**config.mk**
```make
export PLATFORM = sky130hd
export DESIGN_NAME = sio_irq_prio
export DESIGN_NICKNAME = d
export VERILOG_FILES = /design/src/rtl/sio_irq_prio.sv
export SDC_FILE = /design/constraint.sdc
export NUM_CORES = 1
export LEC_CHECK = 0
export BUFFER_PORTS_ARGS = -buffer_cell sky130_fd_sc_hd__clkbuf_2
export CELL_PAD_IN_SITES_DETAIL_PLACEMENT = 1
export CELL_PAD_IN_SITES_GLOBAL_PLACEMENT = 1
export CORE_UTILIZATION = 33
export CTS_CLUSTER_DIAMETER = 150
export DETAILED_ROUTE_END_ITERATION = 6
export PLACE_DENSITY_LB_ADDON = 0.1
export RECOVER_POWER = 50
export SKIP_CTS_REPAIR_TIMING = 1
export SLEW_MARGIN = 15
export SYNTH_ARGS = -nofsm -noshare
export SYNTH_HDL_FRONTEND = slang
export SYNTH_SLANG_ARGS = --single-unit
```
**constraint.sdc**
```tcl
create_clock -name clk -period 1.89 [get_ports clk]
set_input_delay 0.378 -clock clk [delete_from_list [all_inputs] [get_ports clk]]
set_output_delay 0.378 -clock clk [all_outputs]
set_load 0.01 [all_outputs]
```
**src/rtl/sio_irq_prio.sv**
```systemverilog
module sio_irq_prio #(
  parameter int VW       = 8,
  parameter int CODE_LSB = 1
) (
  input  logic          clk,
  input  logic          rst_n,
  input  logic          mctl_we,
  input  logic [7:0]    mctl_wdata,
  input  logic [VW-1:0] base_vec,
  input  logic [1:0]    rx_req,
  input  logic [1:0]    tx_req,
  input  logic [1:0]    ext_req,
  input  logic [1:0]    spc_req,
  input  logic          iei,
  input  logic          ack,
  input  logic          rst_hi,
  output logic          int_n,
  output logic          ieo,
  output logic [VW-1:0] vec_out,
  output logic [7:0]    pend
);
  localparam int NLV = 6;

  logic           mie, dlc, vis;
  logic [NLV-1:0] ip, ius, ip_nx, ius_nx, set_lv;
  logic [1:0]     spc_q;
  logic           win_ok, top_ok, blk;
  logic [2:0]     win, top;
  logic [1:0]     src;
  logic [VW-1:0]  vec_w;

  assign set_lv = {rx_req[1], tx_req[1], ext_req[1] | spc_req[1],
                   rx_req[0], tx_req[0], ext_req[0] | spc_req[0]} & {NLV{mie}};

  always_comb begin
    blk = 1'b0; win_ok = 1'b0; win = '0;
    top_ok = 1'b0; top = '0;
    for (int i = NLV-1; i >= 0; i--) begin
      if (ius[i]) blk = 1'b1;
      if (!blk && ip[i] && !win_ok) begin
        win_ok = 1'b1; win = 3'(i);
      end
      if ((ip[i] || ius[i]) && !top_ok) begin
        top_ok = 1'b1; top = 3'(i);
      end
    end
  end

  always_comb begin
    case (win)
      3'd5, 3'd2: src = 2'd2;
      3'd4, 3'd1: src = 2'd0;
      3'd3:       src = spc_q[1] ? 2'd3 : 2'd1;
      default:    src = spc_q[0] ? 2'd3 : 2'd1;
    endcase
    vec_w = base_vec;
    if (vis) vec_w[CODE_LSB +: 3] = {(win >= 3'd3), src};
  end

  always_comb begin
    ip_nx  = ip;
    ius_nx = ius;
    if (rst_hi && top_ok) begin
      ip_nx[top]  = 1'b0;
      ius_nx[top] = 1'b0;
    end
    if (ack && iei && win_ok) begin
      ip_nx[win]  = 1'b0;
      ius_nx[win] = 1'b1;
    end
    ip_nx = ip_nx | set_lv;
  end

  always_ff @(posedge clk or negedge rst_n) begin
    if (!rst_n) begin
      mie <= 1'b0; dlc <= 1'b0; vis <= 1'b0;
      ip <= '0; ius <= '0; spc_q <= '0; vec_out <= '0;
    end else begin
      if (mctl_we) begin
        mie <= mctl_wdata[3];
        dlc <= mctl_wdata[2];
        vis <= mctl_wdata[0];
      end
      ip  <= ip_nx;
      ius <= ius_nx;
      if (set_lv[3]) spc_q[1] <= spc_req[1];
      if (set_lv[0]) spc_q[0] <= spc_req[0];
      if (ack && iei && win_ok) vec_out <= vec_w;
    end
  end

  assign int_n = ~(win_ok & mie & iei);
  assign ieo   = iei & ~dlc & ~(|ius) & ~(|ip);
  assign pend  = {2'b00, ip};

  AST_NO_SET_WITHOUT_MIE: assert property (@(posedge clk) disable iff (!rst_n)
    !mie |=> (ip & ~$past(ip)) == '0);
  AST_INT_HAS_PENDING: assert property (@(posedge clk) disable iff (!rst_n)
    !int_n |-> (pend != 8'd0 && iei));
  AST_ACK_TAKES_LEVEL: assert property (@(posedge clk) disable iff (!rst_n)
    (ack && iei && !int_n && !rst_hi) |=> $countones(ius) == $past($countones(ius)) + 1);
  AST_DLC_IEO_LOW: assert property (@(posedge clk) disable iff (!rst_n)
    (dlc || !iei) |-> !ieo);
  AST_RST_HI_ONE_LEVEL: assert property (@(posedge clk) disable iff (!rst_n)
    (rst_hi && !ack && (rx_req | tx_req | ext_req | spc_req) == 2'b00 && (ip | ius) != '0)
    |=> $countones(ip | ius) + 1 == $past($countones(ip | ius)));
  AST_IEI_LOW_QUIET: assert property (@(posedge clk) disable iff (!rst_n)
    !iei |-> int_n);
endmodule

```
After elaboration in Yosys (flattened, before gate mapping)
Index checks and enable logic that the tools add are counted.
Widths: inputs -> output; s select.
- memory bits (read-only): 0
- output and inout port bits: 18
- memory bits (writable): 0
- latch bits: 0
- bits in registers: 25
- memories kept: 0
- $lt $le $gt $ge: 5
- add/subtract/negate cells: 0
- $mul: 0
- reductions and logical operators: 47
- bitwise gates (word level): 19
- equality and inequality tests: 5
- shift operators: 0
- muxes and demuxes: 42
- divide/modulo/power cells: 0
- operator list (cell ; number):
    $mux 3 ; 13
    $and 6x6->6 ; 4
    $mux 6 ; 4
    $logic_and 1x1->1 ; 21
    $mux 1 ; 20
    $logic_not 1->1 ; 16
    $not 6->6 ; 2
    $or 6x6->6 ; 2
    $reduce_or 6->1 ; 2
    $lt 3x4->1 const B ; 2
    $demux 1 s3 ; 2
    $eq 3x2->1 const B ; 2
    $eq 3x3->1 const B ; 2
    $ge 3x1->1 const B ; 2
    $logic_or 1x1->1 ; 6
    $pmux 2 s3 ; 1
    $and 1x1->1 ; 5
    $mux 2 ; 2
    $not 1->1 ; 4
    $reduce_or 2->1 ; 2
    $eq 3x1->1 const B ; 1
    $ge 3x2->1 const B ; 1
    $or 1x1->1 ; 2

Logic depth before layout (Yosys ltp)
- depth in word-level cells: 27
- gate-level depth with buffers: 7
- depth with buffers taken out: 5

Worst setup path before layout
Ideal clock, no wire load.
- kind: register -> register
- from: reg ius[4]
- to: reg vec_out[3]
- clock period less this slack: 2040 ps
- data arrival time: 1915 ps
- buffers on the path: 2
- setup time: 125 ps
- setup slack: -150 ps
- data required time: 1765 ps
- cell stages (with the launch flop): 8
- path through: dfrtp_1 -> buf_6 -> or3b_1 -> and3_4 -> a21o_4 -> a21oi_4 -> buf_6 -> mux2_4
- longest elaborated chain between the ends: 19
- RTL lines (what ; RTL line ; source):
    start, declared ; 25 ; logic [NLV-1:0] ip, ius, ip_nx, ius_nx, set_lv;
    start signal, assigned ; 85 ; ius <= ius_nx;
    $mux 1 (*) ; 39 ; if (ius[i]) blk = 1'b1;
    $logic_not 1->1 ; 40 ; if (!blk && ip[i] && !win_ok) begin
    $logic_and 1x1->1 (2 in series) ; 40 ;
    $mux 1 ; 40 ;
    $logic_not 1->1 ; 40 ;
    $logic_and 1x1->1 ; 40 ;
    $mux 1 ; 40 ;
    $logic_not 1->1 ; 40 ;
    (+2 left out) ; -- ;
    $logic_not 1->1 ; 40 ;
    $logic_and 1x1->1 ; 40 ;
    $mux 1 ; 40 ;
    $logic_not 1->1 ; 40 ;
    $logic_and 1x1->1 ; 40 ;
    $mux 3 ; 40 ;
    $ge 3x2->1 ; 57 ; if (vis) vec_w[CODE_LSB +: 3] = {(win >= 3'd3), src};
    $mux 3 ; 57 ;
    end signal, assigned ; 88 ; if (ack && iei && win_ok) vec_out <= vec_w;
    end, declared ; 19 ; output logic [VW-1:0] vec_out,
Every way passes the cells marked *; elsewhere a longest branch is shown, timed or not.
A chain may end at the register's enable or synchronous reset.

Final worst setup path
- from: reg ius[3]
- to: out int_n
- longest elaborated chain between the ends: 17
- RTL lines (what ; RTL line ; source):
    $mux 1 (*) ; 39 ;
    $logic_not 1->1 ; 40 ;
    $logic_and 1x1->1 (2 in series) ; 40 ;
    $mux 1 ; 40 ;
    $logic_not 1->1 ; 40 ;
    $logic_and 1x1->1 ; 40 ;
    $mux 1 ; 40 ;
    $logic_not 1->1 ; 40 ;
    $logic_and 1x1->1 ; 40 ;
    $mux 1 ; 40 ;
    $logic_not 1->1 ; 40 ;
    $logic_and 1x1->1 ; 40 ;
    $mux 1 (*) ; 40 ;
    $and 1x1->1 (*) (2 in series) ; 92 ; assign int_n = ~(win_ok & mie & iei);
    $not 1->1 (*) ; 92 ;
    end, declared ; 17 ; output logic int_n,
Marks and branches as above.

==> reports/qor.yml <==
fmax_mhz: 466
grt.total_usage_pct: 18.7
syn_avg_cell_area_um2: 10.9
cts_buffers: 3
dpl_cell_area_mm2: 0.00174
synth_common_cells: "25 x dfrtp_1, 12 x nand2_1, 6 x inv_1, 6 x mux2_2, 6 x nor2_1"
htree_levels: 1
slew_headroom_pct: 6.74
syn_area_mm2: 0.00135
wl_um: 3760
ys_async_sr_fraction_pct: 100
pwr-share-comb_pct: 52.0
switchingPower_mw: 0.900
firstDrtPassIters: 2
netlist_instances: 123
slowest_delay_ps: 430
nFillCells: 442
critPathMostFrequentCell: "buf_4"
hold_viol: 0
post-route-worst-setup-slack_ps: -257
min-delay-path-class: "primary input to flip-flop"
drive_above_1_share_pct: 55.3
synth_enable_flop_cells: 0
cp.buffers_inverters: 3
fp.dieW_um: 65.9
period_needed_ps: 2150
yosysTopAreaCell: "dfrtp_1"
required_ps: 1510
initial_core_util_pct: 35.4
grt_pass1_vias: 1240
grt_max_degree: 26
power_frac_seq_pct: 34.6
timing.final.crit_share_pct: 114
syn_to_final_growth_pct: 42.7
fin_cells: 236
dp.cells: 226
fin_util_pct: 50.6
place.detailed.hpwl_um: 2770
clkTransAtPathRegs_ps: 90
clkPwrFrac_pct: 13.4
ys.flop_type: "dfrtp_1"
peakVddDrop_mv: 0.468
wire_per_inst_um: 15.9
synth_area_leaders: "dfrtp_1 46%, mux2_4 5.6%, mux2_2 5.0%, nand2_1 3.3%, a32o_1 3.0%"
critical-path-top-delay-family: "buffers and inverters"
cts_buffer_depth: 2
cts_tree: "done"
cp-end-kind: "primary output"
setup_viol: 18
die_h_um: 65.9
clk_latency_ps: 270
via_count: 1217
worst_pin_slew_ps: 1400
antenna_cells: 0
antenna_found_initial: 0
tns_ps: -2560
drv_slew: 0
postRouteAntennaNets: 0
coreArea_mm2: 0.00380
crit_fanout: 4
yosysMostFrequentCell: "dfrtp_1"
synth_warnings: 0
drt_iter0_markers: 32
finish.instance_area_mm2: 0.00192
cellPowerDensity_mw_per_mm2: 1280
place_ws_ps: -105
fin_skew_ps: 2.24
drc: 0
rsz0062_at_grt: "yes"
p_leak_nw: 0.889
overflow: 0
yosysUniqueCellTypes: 46
yosysSeqAreaShare_pct: 46.5
placementRows: 22
grt_pass1_wl_um: 6050
vias_per_cell: 5.16
crit_arrival_ps: 1770
portBuffers: 40
synth_top_area_share_pct: 46.5
cp_slowest_cell: "dfrtp_1"
outcome: "finished with violations"
die_area_mm2: 0.00434
critPathLaunchType: "flip-flop"
synth-seq-cells: 25
cp_cell_sequence: "nor4_2 -> buf_4 -> o211ai_1 -> buf_4 -> nand2_2 -> nand3_2 -> buf_6"
cts_root_buf: "clkbuf_8"
internal_power_mw: 1.55
crit_type: "flip-flop to primary output"
clkSinkCount: 25
violations: "negative setup slack"
ios: 48
gp_congestion: 0.850
netSwitchingFraction_pct: 36.7
nets: 219
maxCapViolations: 0
## layout make-up
cell class                      count  area, um2  area share [%]
Clock inverter                      1       7.51           0.391
Clock buffer                        3       41.3            2.15
Multi-Input combinational cell     85        726            37.8
Tap cell                           48       60.1            3.13
Inverter                            6       22.5            1.17
Sequential cell                    25        628            32.7
Timing Repair Buffer               68        435            22.7
## power by group through the flow
stage | Combinational [mW] | Sequential [mW] | Clock, mW
detailed placement | 1.12 | 0.855 | 0
floorplan | 0.599 | 0.880 | 0
finish | 1.27 | 0.848 | 0.329
CTS | 1.13 | 0.845 | 0.343
global route | 1.39 | 0.877 | 0.361
global placement | 1.10 | 0.848 | 0
## layout by cell type, fill, tap and decap left out, types with 2 or more instances in the layout
master | netlist | final
clkbuf_8 | 0 | 3
o21ai_0 | 3 | 3
or3_4 | 0 | 3
nand2_1 | 12 | 11
nor4b_2 | 0 | 2
conb_1 | 1 | 2
a22o_1 | 3 | 3
nor3_1 | 3 | 3
mux2_2 | 6 | 4
clkbuf_2 | 0 | 37
inv_1 | 6 | 6
nand3b_1 | 2 | 2
nor2b_1 | 2 | 2
mux2_4 | 5 | 7
nand4_1 | 2 | 2
nand3_1 | 4 | 3
a32o_1 | 4 | 4
dfrtp_2 | 0 | 2
buf_4 | 2 | 26
dfrtp_1 | 25 | 23
nor2_1 | 6 | 5
## flip-flops by register name, summed over array words and instances, names as in the netlist
name,count
vec_out,8
ip,6
ius,6
spc_q,2
dlc,1
mie,1
vis,1
## metal layers
layer / track usage (%) / wire [um]
met5: 0 / 0
met3: 2.76 / 136
met4: 7.34 / 54
met1: 24.7 / 1790
met2: 30.5 / 1780
## cell families after synthesis
logic type	share of synthesized area (%)
AO/OA/AOI/OAI	17.3
buffers and inverters	5.67
flip-flops	46.5
multiplexers	11.3
other	0.279
AND/OR/NAND/NOR	19.0
## final timing paths
kind	startpoint	to	slack [ps]	cells after the start
worst max-delay path	ius[3]	int_n	-260	7
worst min-delay path	rx_req[0]	ip[2]	320	2
worst max register to register	ius[3]	vec_out[6]	-200	7
worst min register to register	vec_out[5]	vec_out[5]	520	1
max in group asynchronous	rst_n	ip[3]	570	1
min in group asynchronous	rst_n	ius[4]	410	1
## stage by stage
stage / power (mW) / hold WS (ps)
global placement: 1.94 / 425
finish: 2.45 / 320
CTS: 2.32 / 127
floorplan: 1.48 / 82.4
detailed placement: 1.97 / 432
global route: 2.63 / 321
Note: power is estimated with default switching activity, not from simulation.
